### src/rtl/split_rw_buffer_pkg.sv
// Shared definitions for the split read-line / write-drain buffer.
// Assumes nothing beyond the parameter defaults given here.
package split_rw_buffer_pkg;
    localparam int unsigned SRB_ADDR_W     = 32;
    localparam int unsigned SRB_BEAT_W     = 32;
    localparam int unsigned SRB_LINE_BEATS = 8;
    localparam int unsigned SRB_WB_DEPTH   = 4;

    typedef enum logic [1:0] {
        RD_IDLE  = 2'd0,
        RD_FETCH = 2'd1,
        RD_WAIT  = 2'd2,
        RD_SERVE = 2'd3
    } rd_state_e;
endpackage

### src/rtl/rd_line_path.sv
// Read path: holds one line plus its tag. A hit serves beats from the stored
// line. A miss fetches the aligned line first and then serves the beats.
// Assumes: LINE_BEATS and BEAT_W/8 are powers of two, and memory returns a
// whole line in one cycle after granting the fetch.
module rd_line_path
    import split_rw_buffer_pkg::*;
#(
    parameter int unsigned ADDR_W     = SRB_ADDR_W,
    parameter int unsigned BEAT_W     = SRB_BEAT_W,
    parameter int unsigned LINE_BEATS = SRB_LINE_BEATS,
    localparam int unsigned BYTE_OFF  = $clog2(BEAT_W / 8),
    localparam int unsigned IDX_W     = $clog2(LINE_BEATS),
    localparam int unsigned LINE_OFF  = IDX_W + BYTE_OFF,
    localparam int unsigned TAG_W     = ADDR_W - LINE_OFF,
    localparam int unsigned WADDR_W   = ADDR_W - BYTE_OFF,
    localparam int unsigned LINE_W    = LINE_BEATS * BEAT_W
) (
    input  logic                clk,
    input  logic                rst_n,
    input  logic                acc,
    input  logic [WADDR_W-1:0]  acc_waddr,
    input  logic [IDX_W-1:0]    acc_len,
    output logic                idle,
    output logic                rsp_valid,
    output logic [BEAT_W-1:0]   rsp_data,
    output logic                rsp_last,
    output logic                mem_rd_req,
    output logic [ADDR_W-1:0]   mem_rd_addr,
    input  logic                mem_rd_gnt,
    input  logic                mem_rd_valid,
    input  logic [LINE_W-1:0]   mem_rd_line
);
    rd_state_e               state_q;
    logic [BEAT_W-1:0]       line_q     [LINE_BEATS];
    logic [BEAT_W-1:0]       fill_words [LINE_BEATS];
    logic                    valid_q;
    logic [TAG_W-1:0]        tag_q;
    logic [TAG_W-1:0]        req_tag_q;
    logic [IDX_W-1:0]        idx_q;
    logic [IDX_W-1:0]        cnt_q;
    logic [IDX_W-1:0]        len_q;
    logic [TAG_W-1:0]        acc_tag;
    logic [IDX_W-1:0]        acc_idx;
    logic                    hit;

    // Split the incoming word address into line tag and word index.
    assign acc_tag = acc_waddr[WADDR_W-1:IDX_W];
    assign acc_idx = acc_waddr[IDX_W-1:0];
    assign hit     = valid_q && (tag_q == acc_tag);

    // Unpack the returned line into words, lowest word in the lowest bits.
    genvar g;
    generate
        for (g = 0; g < LINE_BEATS; g++) begin : g_unpack
            assign fill_words[g] = mem_rd_line[g*BEAT_W +: BEAT_W];
        end
    endgenerate

    // Sequence of the read path: idle, fetch, wait for line, serve beats.
    always_ff @(posedge clk) begin
        if (!rst_n) begin
            state_q   <= RD_IDLE;
            valid_q   <= 1'b0;
            tag_q     <= '0;
            req_tag_q <= '0;
            idx_q     <= '0;
            cnt_q     <= '0;
            len_q     <= '0;
        end else begin
            case (state_q)
                RD_IDLE: begin
                    if (acc) begin
                        idx_q <= acc_idx;
                        len_q <= acc_len;
                        cnt_q <= '0;
                        if (hit) begin
                            state_q <= RD_SERVE;
                        end else begin
                            req_tag_q <= acc_tag;
                            valid_q   <= 1'b0;
                            state_q   <= RD_FETCH;
                        end
                    end
                end
                RD_FETCH: begin
                    if (mem_rd_gnt) begin
                        state_q <= RD_WAIT;
                    end
                end
                RD_WAIT: begin
                    if (mem_rd_valid) begin
                        valid_q <= 1'b1;
                        tag_q   <= req_tag_q;
                        state_q <= RD_SERVE;
                    end
                end
                default: begin
                    idx_q <= idx_q + IDX_W'(1);
                    cnt_q <= cnt_q + IDX_W'(1);
                    if (cnt_q == len_q) begin
                        state_q <= RD_IDLE;
                    end
                end
            endcase
        end
    end

    // Capture the fetched line; the data needs no reset since valid_q guards it.
    always_ff @(posedge clk) begin
        if ((state_q == RD_WAIT) && mem_rd_valid) begin
            line_q <= fill_words;
        end
    end

    // Drive the response and the fetch request from registered state.
    always_comb begin
        idle        = (state_q == RD_IDLE);
        rsp_valid   = (state_q == RD_SERVE);
        rsp_data    = line_q[idx_q];
        rsp_last    = (state_q == RD_SERVE) && (cnt_q == len_q);
        mem_rd_req  = (state_q == RD_FETCH);
        mem_rd_addr = {req_tag_q, {LINE_OFF{1'b0}}};
    end
endmodule

### src/rtl/wr_drain_fifo.sv
// Write path: a first-in first-out buffer of address/data pairs. It requests
// memory whenever it is not empty and pops one entry per grant.
// Assumes: DEPTH is a power of two; a grant while empty is ignored.
module wr_drain_fifo #(
    parameter int unsigned ADDR_W = 32,
    parameter int unsigned DATA_W = 32,
    parameter int unsigned DEPTH  = 4,
    localparam int unsigned PTR_W = $clog2(DEPTH),
    localparam int unsigned CNT_W = PTR_W + 1,
    localparam int unsigned ENT_W = ADDR_W + DATA_W
) (
    input  logic              clk,
    input  logic              rst_n,
    input  logic              push,
    input  logic [ADDR_W-1:0] push_addr,
    input  logic [DATA_W-1:0] push_data,
    output logic              full,
    output logic              mem_wr_req,
    output logic [ADDR_W-1:0] mem_wr_addr,
    output logic [DATA_W-1:0] mem_wr_data,
    input  logic              mem_wr_gnt
);
    logic [ENT_W-1:0] store_q [DEPTH];
    logic [PTR_W-1:0] wr_ptr_q;
    logic [PTR_W-1:0] rd_ptr_q;
    logic [CNT_W-1:0] level_q;
    logic             empty;
    logic             pop;

    // Occupancy flags and the pop condition.
    assign empty = (level_q == '0);
    assign full  = (level_q == CNT_W'(DEPTH));
    assign pop   = mem_wr_gnt && !empty;

    // Pointer and level bookkeeping, cleared by reset.
    always_ff @(posedge clk) begin
        if (!rst_n) begin
            wr_ptr_q <= '0;
            rd_ptr_q <= '0;
            level_q  <= '0;
        end else begin
            if (push) wr_ptr_q <= wr_ptr_q + PTR_W'(1);
            if (pop)  rd_ptr_q <= rd_ptr_q + PTR_W'(1);
            case ({push, pop})
                2'b10:   level_q <= level_q + CNT_W'(1);
                2'b01:   level_q <= level_q - CNT_W'(1);
                default: level_q <= level_q;
            endcase
        end
    end

    // Entry storage; the pointers decide which entries are live.
    always_ff @(posedge clk) begin
        if (push) begin
            store_q[wr_ptr_q] <= {push_addr, push_data};
        end
    end

    // Present the oldest entry to memory.
    always_comb begin
        mem_wr_req  = !empty;
        mem_wr_addr = store_q[rd_ptr_q][ENT_W-1:DATA_W];
        mem_wr_data = store_q[rd_ptr_q][DATA_W-1:0];
    end
endmodule

### src/rtl/split_rw_buffer.sv
// Top: one request port feeds either the read-line path or the write-drain
// buffer. The two share no state: no forwarding and no invalidation.
// Assumes word-aligned addresses and single-beat writes.
module split_rw_buffer
    import split_rw_buffer_pkg::*;
#(
    parameter int unsigned ADDR_W     = SRB_ADDR_W,
    parameter int unsigned BEAT_W     = SRB_BEAT_W,
    parameter int unsigned LINE_BEATS = SRB_LINE_BEATS,
    parameter int unsigned WB_DEPTH   = SRB_WB_DEPTH,
    localparam int unsigned BYTE_OFF  = $clog2(BEAT_W / 8),
    localparam int unsigned IDX_W     = $clog2(LINE_BEATS),
    localparam int unsigned LINE_W    = LINE_BEATS * BEAT_W
) (
    input  logic              clk,
    input  logic              rst_n,
    input  logic              s_req_valid,
    output logic              s_req_ready,
    input  logic              s_req_write,
    input  logic [ADDR_W-1:0] s_req_addr,
    input  logic [IDX_W-1:0]  s_req_len,
    input  logic [BEAT_W-1:0] s_req_wdata,
    output logic              s_rsp_valid,
    output logic [BEAT_W-1:0] s_rsp_data,
    output logic              s_rsp_last,
    output logic              mem_rd_req,
    output logic [ADDR_W-1:0] mem_rd_addr,
    input  logic              mem_rd_gnt,
    input  logic              mem_rd_valid,
    input  logic [LINE_W-1:0] mem_rd_line,
    output logic              mem_wr_req,
    output logic [ADDR_W-1:0] mem_wr_addr,
    output logic [BEAT_W-1:0] mem_wr_data,
    input  logic              mem_wr_gnt
);
    logic rd_idle;
    logic wb_full;
    logic rd_acc;
    logic wb_push;

    // Steer the request by direction; each path answers for itself.
    always_comb begin
        s_req_ready = s_req_write ? !wb_full : rd_idle;
        rd_acc      = s_req_valid && !s_req_write && rd_idle;
        wb_push     = s_req_valid &&  s_req_write && !wb_full;
    end

    rd_line_path #(
        .ADDR_W     (ADDR_W),
        .BEAT_W     (BEAT_W),
        .LINE_BEATS (LINE_BEATS)
    ) u_rd (
        .clk          (clk),
        .rst_n        (rst_n),
        .acc          (rd_acc),
        .acc_waddr    (s_req_addr[ADDR_W-1:BYTE_OFF]),
        .acc_len      (s_req_len),
        .idle         (rd_idle),
        .rsp_valid    (s_rsp_valid),
        .rsp_data     (s_rsp_data),
        .rsp_last     (s_rsp_last),
        .mem_rd_req   (mem_rd_req),
        .mem_rd_addr  (mem_rd_addr),
        .mem_rd_gnt   (mem_rd_gnt),
        .mem_rd_valid (mem_rd_valid),
        .mem_rd_line  (mem_rd_line)
    );

    wr_drain_fifo #(
        .ADDR_W (ADDR_W),
        .DATA_W (BEAT_W),
        .DEPTH  (WB_DEPTH)
    ) u_wb (
        .clk         (clk),
        .rst_n       (rst_n),
        .push        (wb_push),
        .push_addr   (s_req_addr),
        .push_data   (s_req_wdata),
        .full        (wb_full),
        .mem_wr_req  (mem_wr_req),
        .mem_wr_addr (mem_wr_addr),
        .mem_wr_data (mem_wr_data),
        .mem_wr_gnt  (mem_wr_gnt)
    );
endmodule

### config.mk
export PLATFORM = sky130hd
export DESIGN_NAME = split_rw_buffer
export DESIGN_NICKNAME = d
export VERILOG_FILES = /design/src/rtl/split_rw_buffer_pkg.sv /design/src/rtl/rd_line_path.sv /design/src/rtl/wr_drain_fifo.sv /design/src/rtl/split_rw_buffer.sv
export SDC_FILE = /design/constraint.sdc
export NUM_CORES = 1
export LEC_CHECK = 0
export ABC_AREA = 1
export ABC_CLOCK_PERIOD_IN_PS = 26900
export BUFFER_PORTS_ARGS = -buffer_cell sky130_fd_sc_hd__clkbuf_2
export CAP_MARGIN = 30
export CORE_MARGIN = 3
export CORE_UTILIZATION = 45
export DETAILED_ROUTE_END_ITERATION = 10
export PLACE_DENSITY_LB_ADDON = 0.2
export SETUP_SLACK_MARGIN = 0.3
export SYNTH_ARGS = -nofsm -noshare
export SYNTH_HDL_FRONTEND = slang
export SYNTH_HIERARCHICAL = 1
export SYNTH_SLANG_ARGS = --single-unit
### constraint.sdc
create_clock -name clk -period 26.9 [get_ports clk]
set_clock_uncertainty 0.05 [all_clocks]
set_input_delay 5.38 -clock clk [delete_from_list [all_inputs] [get_ports clk]]
set_output_delay 5.38 -clock clk [all_outputs]
set_load 0.03 [all_outputs]
==> flow_metrics.env, run 1 <==
export IMPL_status="finished, final reports clean"
export IMPL_setup_tns_final_ns=0
export IMPL_hpwl_mm=39.7
export IMPL_cpMostUsedCell="clkbuf_2"
export IMPL_dp_cells=2916
export IMPL_finalSetupViolCount=0
export IMPL_most_common_layout_cells="edfxtp_1, clkbuf_2, nor2_1"
export IMPL_portBuffers=457
export IMPL_wl_per_cell_um=20.1
export IMPL_crit_arrival_ns=5.85
export IMPL_cts_buffers=59
export IMPL_leakage_nw=10.5
export IMPL_grt_overflow_total=0
export IMPL_clk_pin_slew_ns=0.06
export IMPL_cp_max_fo=2
export IMPL_place_area_sq_mm=0.0257
export IMPL_rr_worst_depth=6
export IMPL_drive_gt1_frac=0.258
export IMPL_ys_seq_elements=587
export IMPL_clk_latency_ns=0.62
export IMPL_cp_data_required_time_ns=21.47
export IMPL_swShare=0.362
export IMPL_antenna_found_initial=8
export IMPL_stdcell_area_sq_mm=0.0277
export IMPL_cts_tree="yes"
export IMPL_finalHoldViolations=0
export IMPL_power_w=0.00276
export IMPL_worstHoldPathType="flip-flop to flip-flop"
export IMPL_cts_root_buf="clkbuf_16"
export IMPL_cts_sinks=587
export IMPL_ant_nets=0
export IMPL_grt_pass1_vias=15300
export IMPL_crit_chain="clkbuf_2, inv_1, nand2_2, nand2_1, clkbuf_2"
export IMPL_h_tree_depth=2
export IMPL_nets=2650
export IMPL_final_common_cell="edfxtp_1"
export IMPL_synth_top_cell_area_share=0.670
export IMPL_tightestPinTransition_ns=0.970
export IMPL_fmax_mhz=88.7
export IMPL_die_h_um=232
export IMPL_dp_slack_ns=15.62
export IMPL_clockBufferDepth=3
export IMPL_worst_slack_ns=15.62
export IMPL_endpoint_kind="output pin"
export IMPL_coreArea_sq_mm=0.0503
export IMPL_slew_violations=0
export IMPL_finalWirelength_mm=60.8
export IMPL_crit_type="input pin to output pin"
export IMPL_final_fill_count=4293
export IMPL_grt_max_degree=102
export IMPL_start_util=0.456
export IMPL_num_vias=15700
export IMPL_power_frac_clock=0.288
export IMPL_startpoint_type="input pin"
export IMPL_holdPathStages=2
export IMPL_switchingPower_w=0.000999
export IMPL_p_per_area_mw_per_mm2=99.8
export IMPL_yosysSeqAreaShare=0.736
export IMPL_syn_to_final_growth_pct=20.6
export IMPL_drc_errors=0
export IMPL_post_cts_buffers=0
export IMPL_via_per_inst=5.18
export IMPL_syn_area_sq_mm=0.0229
export IMPL_power_internal_w=0.00176
export IMPL_fin_cells=3030
export IMPL_ys_warn_count=6
export IMPL_cts_resized=0
export IMPL_p_seq_frac=0.402
export IMPL_grt_pass1_wl_mm=90.6
export IMPL_synthTopCellsByArea="edfxtp_1, nor2_1, dfxtp_1"
export IMPL_syn_inst=1873
export IMPL_gp_congestion=0.847
export IMPL_die_area_sq_mm=0.0537
export IMPL_die_w_um=232
export IMPL_track_usage=0.220
export IMPL_drt_iter0_drc=1101
export IMPL_ios=463
export IMPL_syn_area_per_cell_sq_um=12.2
export IMPL_period_share=0.419
export IMPL_power_frac_comb=0.310
export IMPL_slowest_stage="clkbuf_2"
export IMPL_peakVddDrop_mv=0.0720
export IMPL_cts_hold_buf=0
export IMPL_maxCapViolations=0
export IMPL_max_stage_delay_ns=0.20
export IMPL_drtPass1Iterations=5
export IMPL_yosysUniqueCellTypes=34
export IMPL_min_period_ns=11.28
export IMPL_fp_row_count=82
export IMPL_rsz0062_at_grt="no"
export IMPL_slew_headroom=0.353
export IMPL_yosysTopAreaCell="edfxtp_1"
[path summary, 6_finish.rpt]
| path | start | to | slack [ns] |
|---|---|---|---|
| hold / removal | u_rd/tag_q[7] | u_rd/tag_q[7] | 0.42 |
| setup / recovery | s_req_write | s_req_ready | 15.62 |
| hold reg to reg | u_rd/tag_q[7] | u_rd/tag_q[7] | 0.42 |
| setup reg to reg | u_rd/state_q[0] | u_rd/line_q[243] | 24.24 |
[worst max-delay path: cells and delay by family]
| kind | cells | cell delay (ns) |
|---|---|---|
| buffers and inverters | 3 | 0.35 |
| AND/OR/NAND/NOR | 2 | 0.12 |
[cells in the mapped netlist (all sizes together)]
| master | instances |
|---|---|
| edfxtp | 512 |
| or2 | 1 |
| nor2 | 455 |
| xor2 | 2 |
| nand2 | 110 |
| xnor2 | 6 |
| a21oi | 32 |
| ha | 11 |
| inv | 85 |
| nor3 | 1 |
| o22ai | 97 |
| a31oi | 34 |
| o221ai | 1 |
| clkinv | 5 |
| dfxtp | 75 |
| nand3 | 9 |
| fa | 1 |
| buf | 49 |
| o21ai | 323 |
| o21a | 1 |
| clkbuf | 61 |
| conb | 1 |
| o211ai | 1 |
[cell type report]
cell class	count	area, sq um	area share
clock inverter	31	285	0.0103
multi-input combinational	1090	5120	0.185
clock buffer	78	1590	0.0574
inverter	90	354	0.0128
antenna	2	5.00	0.000181
timing repair buffer	480	2590	0.0937
sequential	587	16900	0.610
tap	672	841	0.0304
[per-stage QoR]
stage                      util  hold slack, ns
after floorplan               -           0.394
after global placement    0.509           0.403
after detailed placement  0.512           0.411
after CTS                 0.549           0.423
after global routing      0.550           0.445
final                     0.551           0.421
[flip-flops by register name (all words and copies together), names as in the netlist, 3 cells and up, named ones only]
| register | cells |
|---|---|
| u_rd/tag_q | 27 |
| u_wb/store_q | 256 |
| u_rd/cnt_q | 3 |
| u_rd/len_q | 3 |
| u_rd/idx_q | 3 |
| u_rd/line_q | 256 |
| u_wb/level_q | 3 |
| u_rd/req_tag_q | 27 |
[metal layers]
metal  vias to the layer above  routed length (um)  share of wire  global-route usage
li1                       7522                   -              -                   -
met1                      7507               24400           0.40               0.283
met2                       532               29800           0.49               0.370
met3                       110                4900          0.081              0.0561
met4                        10                1610          0.027              0.0658
met5                         -                  54        0.00089                   0
[power by group through the flow]
stage,Clock (W),Combinational [W],Sequential [W]
after floorplan,0,0.000587,0.00114
after global routing,0.000846,0.000935,0.00112
after CTS,0.000814,0.000857,0.00111
final,0.000794,0.000857,0.00111
after global placement,0,0.000836,0.00113
after detailed placement,0,0.000855,0.00113
[kinds of logic after synthesis]
group | after synthesis | share of synthesized area
fa+ha+maj | 12 | 0.00687
buf+inv | 200 | 0.0417
xor+xnor | 8 | 0.00305
simple gates | 576 | 0.0983
flops | 587 | 0.736
other cells | 1 | 0.000163
compound gates | 489 | 0.114
No activity file was read; power rests on OpenSTA's default activity.
==> inputs of run 2 (changes only) <==
Settings changed: ABC_CLOCK_PERIOD_IN_PS 26900 to 9700.
Clock period 26.9 ns to 9.7 ns, I/O delays scaled along.
==> flow_metrics.env, run 2 (synthesized netlist as in run 1, its figures left out) <==
export IMPL_status="finished, final reports clean"
export IMPL_cpLargestDelayFamily="buffers and inverters"
export IMPL_power_internal_w=0.00490
export IMPL_endpoint_kind="output pin"
export IMPL_drt_iter0_drc=1131
export IMPL_startpoint_type="flip-flop"
export IMPL_hpwl_mm=39.5
export IMPL_most_common_layout_cells="edfxtp_1, clkbuf_2, nor2_1"
export IMPL_die_area_sq_mm=0.0537
export IMPL_crit_arrival_ns=3.20
export IMPL_cp_depth=7
export IMPL_h_tree_depth=2
export IMPL_multi_input_area_sq_mm=0.00512
export IMPL_portBuffers=457
export IMPL_cp_max_fo=94
export IMPL_holdPathStages=2
export IMPL_cp_data_required_time_ns=7.71
export IMPL_track_usage=0.215
export IMPL_start_util=0.456
export IMPL_ios=463
export IMPL_gp_congestion=0.838
export IMPL_min_from="u_rd/tag_q[7]"
export IMPL_path_buf_inv=3
export IMPL_slowest_stage="buf_4"
export IMPL_nets=2650
export IMPL_post_cts_buffers=0
export IMPL_cts_hold_buf=0
export IMPL_cts_sinks=587
export IMPL_slew_headroom=0.375
export IMPL_drc_errors=0
export IMPL_num_vias=15600
export IMPL_seqCellArea_sq_mm=0.0169
export IMPL_cts_root_buf="clkbuf_16"
export IMPL_grt_max_degree=97
export IMPL_crit_type="flip-flop to output pin"
export IMPL_coreArea_sq_mm=0.0503
export IMPL_drive_gt1_frac=0.258
export IMPL_min_period_ns=5.19
export IMPL_grt_pass1_vias=15300
export IMPL_grt_pass1_wl_mm=88.6
export IMPL_leakage_nw=10.5
export IMPL_switchingPower_w=0.00272
export IMPL_cts_resized=0
export IMPL_clockBufferDepth=3
export IMPL_fmax_mhz=193
export IMPL_worst_r2r_startpoint="u_rd/state_q[0]"
export IMPL_worstHoldPathType="flip-flop to flip-flop"
export IMPL_period_share=0.535
export IMPL_rr_worst_depth=6
export IMPL_antenna_found_initial=12
export IMPL_tightestPinTransition_ns=0.937
export IMPL_power_frac_comb=0.304
export IMPL_final_fill_count=4252
export IMPL_dp_slack_ns=5.11
export IMPL_largestRegisters="u_rd/line_q: 256 flops, u_wb/store_q: 256 flops"
export IMPL_power_frac_clock=0.290
export IMPL_slew_violations=0
export IMPL_setup_tns_final_ns=0
export IMPL_clk_latency_ns=0.61
export IMPL_swShare=0.357
export IMPL_worst_slack_ns=4.51
export IMPL_final_common_cell="edfxtp_1"
export IMPL_finalWirelength_mm=59.2
export IMPL_drtPass1Iterations=5
export IMPL_p_seq_frac=0.406
export IMPL_p_per_area_mw_per_mm2=275
export IMPL_rsz0062_at_grt="no"
export IMPL_maxCapViolations=0
export IMPL_cts_buffers=59
export IMPL_clk_pin_slew_ns=0.06
export IMPL_grt_overflow_total=0
export IMPL_max_stage_delay_ns=0.78
export IMPL_finalSetupViolCount=0
export IMPL_die_h_um=232
export IMPL_fp_row_count=82
export IMPL_ant_nets=0
export IMPL_wl_per_cell_um=19.6
export IMPL_die_w_um=232
export IMPL_via_per_inst=5.14
export IMPL_cts_tree="yes"
export IMPL_finalHoldViolations=0
export IMPL_syn_to_final_growth_pct=20.7
export IMPL_crit_chain="clkinv_2, buf_4, o21ai_0, o22ai_1, nor2_1, a31oi_1, clkbuf_2"
export IMPL_peakVddDrop_mv=0.311
export IMPL_startpoint="u_rd/idx_q[0]"
[run 2: cell type report]
type | count | area share
antenna | 7 | 0.000632
clock buffer | 71 | 0.0557
clock inverter | 33 | 0.0120
inverter | 90 | 0.0128
multi-input combinational | 1090 | 0.185
sequential | 587 | 0.610
tap | 672 | 0.0304
timing repair buffer | 480 | 0.0939
[run 2: power groups by stage]
stage	Clock [W]	Combinational [W]	Sequential (W)
4_1_cts	0.00226	0.00232	0.00309
2_1_floorplan	0	0.00163	0.00316
6_report	0.00221	0.00231	0.00309
3_3_place_gp	0	0.00227	0.00314
3_5_place_dp	0	0.00232	0.00315
5_1_grt	0.00237	0.00254	0.00311
[run 2: path summary, 6_finish.rpt]
| check | end | slack (ns) |
|---|---|---|
| worst max register to register | u_rd/line_q[180] | 6.60 |
| worst max-delay path | s_rsp_data[13] | 4.51 |
| worst min-delay path | u_rd/tag_q[7] | 0.42 |
| worst min register to register | u_rd/tag_q[7] | 0.42 |
[run 2: per-layer routing]
| layer | wire length (um) | global-route usage |
|---|---|---|
| met1 | 23700 | 0.270 |
| met2 | 29300 | 0.366 |
| met3 | 4770 | 0.0604 |
| met4 | 1410 | 0.0627 |
| met5 | 74 | 0 |
[run 2: worst reg2reg max path, cell delays in order, from the launching register on]
cell	delay, ns
dfxtp_1	0.34
inv_1	0.09
ha_1	0.22
nand2_2	0.51
inv_8	0.69
buf_4	0.50
buf_16	0.33
[run 2: through the flow]
stage | total power [W] | util | cells | instance area (sq um) | hold WS, ns
3_3_place_gp | 0.00541 | 0.509 | 2912 | 25600 | 0.404
3_5_place_dp | 0.00546 | 0.512 | 2917 | 25800 | 0.414
4_1_cts | 0.00768 | 0.550 | 3021 | 27600 | 0.424
2_1_floorplan | 0.00479 | - | 1877 | 23000 | 0.394
6_report | 0.00761 | 0.551 | 3030 | 27700 | 0.422
5_1_grt | 0.00802 | 0.551 | 3026 | 27700 | 0.447
==> inputs of run 3 (changes only) <==
Settings changed: ABC_CLOCK_PERIOD_IN_PS 9700 to 5260.
Clock period 9.7 ns to 5.26 ns, I/O delays scaled along.
==> flow_metrics.env, run 3 (synthesized netlist as in run 1, its figures left out) <==
export IMPL_drc_errors=0
export IMPL_gr_usage_met3=0.0592
export IMPL_slowest_stage="dfxtp_4"
export IMPL_status="finished, final reports clean"
export IMPL_slew_headroom=0.339
export IMPL_maxCapViolations=0
export IMPL_rr_worst_depth=8
export IMPL_drive_gt1_frac=0.256
export IMPL_clockBufferDepth=3
export IMPL_cp_data_required_time_ns=4.16
export IMPL_use_met1=0.283
export IMPL_grt_pass1_vias=15300
export IMPL_cts_resized=0
export IMPL_fp_row_count=82
export IMPL_cts_root_buf="clkbuf_16"
export IMPL_min_from="u_rd/tag_q[16]"
export IMPL_r2r_setup_slack_ns=2.80
export IMPL_wl_per_cell_um=19.8
export IMPL_die_h_um=232
export IMPL_leakage_nw=10.4
export IMPL_p_per_area_mw_per_mm2=505
export IMPL_slew_violations=0
export IMPL_most_common_layout_cells="edfxtp_1, clkbuf_2, nor2_1"
export IMPL_clk_latency_ns=0.63
export IMPL_cts_tree="yes"
export IMPL_finalSetupViolCount=0
export IMPL_start_util=0.456
export IMPL_clk_pin_slew_ns=0.06
export IMPL_die_area_sq_mm=0.0537
export IMPL_use_met2=0.357
export IMPL_cp_max_fo=48
export IMPL_holdPathStages=2
export IMPL_tightestPinTransition_ns=0.992
export IMPL_final_fill_count=4245
export IMPL_top_usage_layer="met2"
export IMPL_setup_tns_final_ns=0
export IMPL_gp_congestion=0.866
export IMPL_drt_iter0_drc=1022
export IMPL_grt_overflow_total=0
export IMPL_hpwl_mm=40.6
export IMPL_period_share=0.810
export IMPL_h_tree_depth=2
export IMPL_cts_sinks=587
export IMPL_largestRegisters="u_rd/line_q: 256 flops, u_wb/store_q: 256 flops"
export IMPL_finalHoldViolations=0
export IMPL_grt_max_degree=116
export IMPL_worstHoldPathType="flip-flop to flip-flop"
export IMPL_endpoint_kind="output pin"
export IMPL_die_w_um=232
export IMPL_ios=463
export IMPL_startpoint_type="flip-flop"
export IMPL_r2r_end="u_wb/store_q[3][31]"
export IMPL_grt_pass1_wl_mm=89.3
export IMPL_max_stage_delay_ns=0.67
export IMPL_min_period_ns=4.26
export IMPL_portBuffers=457
export IMPL_crit_arrival_ns=3.16
export IMPL_drtPass1Iterations=5
export IMPL_post_cts_buffers=0
export IMPL_num_vias=15600
export IMPL_crit_type="flip-flop to output pin"
export IMPL_worst_r2r_startpoint="u_wb/level_q[2]"
export IMPL_peakVddDrop_mv=0.319
export IMPL_final_common_cell="edfxtp_1"
export IMPL_rsz0062_at_grt="no"
export IMPL_syn_to_final_growth_pct=20.0
export IMPL_fmax_mhz=235
export IMPL_ant_nets=0
export IMPL_via_per_inst=5.16
export IMPL_power_w=0.0139
export IMPL_crit_chain="clkinv_2, buf_4, o21ai_0, o22ai_1, nor2_1, a31oi_1, clkbuf_2"
export IMPL_antenna_found_initial=8
export IMPL_coreArea_sq_mm=0.0503
export IMPL_track_usage=0.217
export IMPL_cts_buffers=60
export IMPL_cts_hold_buf=0
export IMPL_finalWirelength_mm=59.9
export IMPL_hold_end="u_rd/tag_q[16]"
export IMPL_nets=2650
run 3: cell count changes in the layout (fill, tap and decap cells not counted), sizes merged:
cell,previous run,this run
diode,7,6
clkinv,24,26
clkbuf,528,536
buf,23,22
clkinvlp,3,1
bufinv,6,2
run 3: worst max-delay path: cells and delay by family (launching register included):
family	cells	cell delay [ns]
flops	1	0.67
simple gates	1	0.11
buf+inv	3	1.40
compound gates	3	0.36
run 3: worst max path at each step:
stage | startpoint | to | slack (ns) | cells past startpoint
2_1_floorplan | mem_rd_valid | u_rd/line_q[0] | 1.79 | 3
3_3_place_gp | u_rd/idx_q[0] | s_rsp_data[21] | 1.62 | 7
3_5_place_dp | u_rd/idx_q[0] | s_rsp_data[21] | 1.63 | 7
4_1_cts | u_rd/idx_q[0] | s_rsp_data[21] | 0.96 | 7
5_1_grt | u_rd/idx_q[0] | s_rsp_data[21] | 0.65 | 7
6_report | u_rd/idx_q[0] | s_rsp_data[21] | 1.0 | 7
run 3: metal layers:
metal / share of wire / up-vias / routed length, um
li1: - / 7527 / -
met1: 0.40 / 7485 / 24300
met2: 0.49 / 536 / 29300
met3: 0.081 / 97 / 4870
met4: 0.025 / 4 / 1490
met5: 0.00055 / - / 33
run 3: metrics by stage:
stage / util / std cells / instance area, sq um / hold slack (ns) / worst slack, ns
finish: 0.548 / 3032 / 27500 / 0.419 / 0.998
global route: 0.547 / 3026 / 27500 / 0.434 / 0.654
CTS: 0.547 / 3026 / 27500 / 0.416 / 0.963
detailed placement: 0.511 / 2918 / 25700 / 0.407 / 1.63
global placement: 0.511 / 2918 / 25700 / 0.404 / 1.62
floorplan: - / 1877 / 23000 / 0.394 / 1.79
run 3: power breakdown:
| group | internal, W | switching [W] | leakage, nW |
|---|---|---|---|
| Combinational | 0.00117 | 0.00308 | 4.27 |
| Sequential | 0.00547 | 0.000233 | 5.25 |
| Clock | 0.00221 | 0.00173 | 0.883 |
run 3: layout make-up:
class                   count  area [sq um]  share of cell area
well taps                 672           841              0.0305
clock buffers              79          1580              0.0575
multi-input cells        1090          5120               0.186
repair buffers            479          2500              0.0909
flip-flops and latches    587         16900               0.613
diodes                      6          15.0            0.000545
clock inverters            29           225             0.00818
inverters                  90           359              0.0130
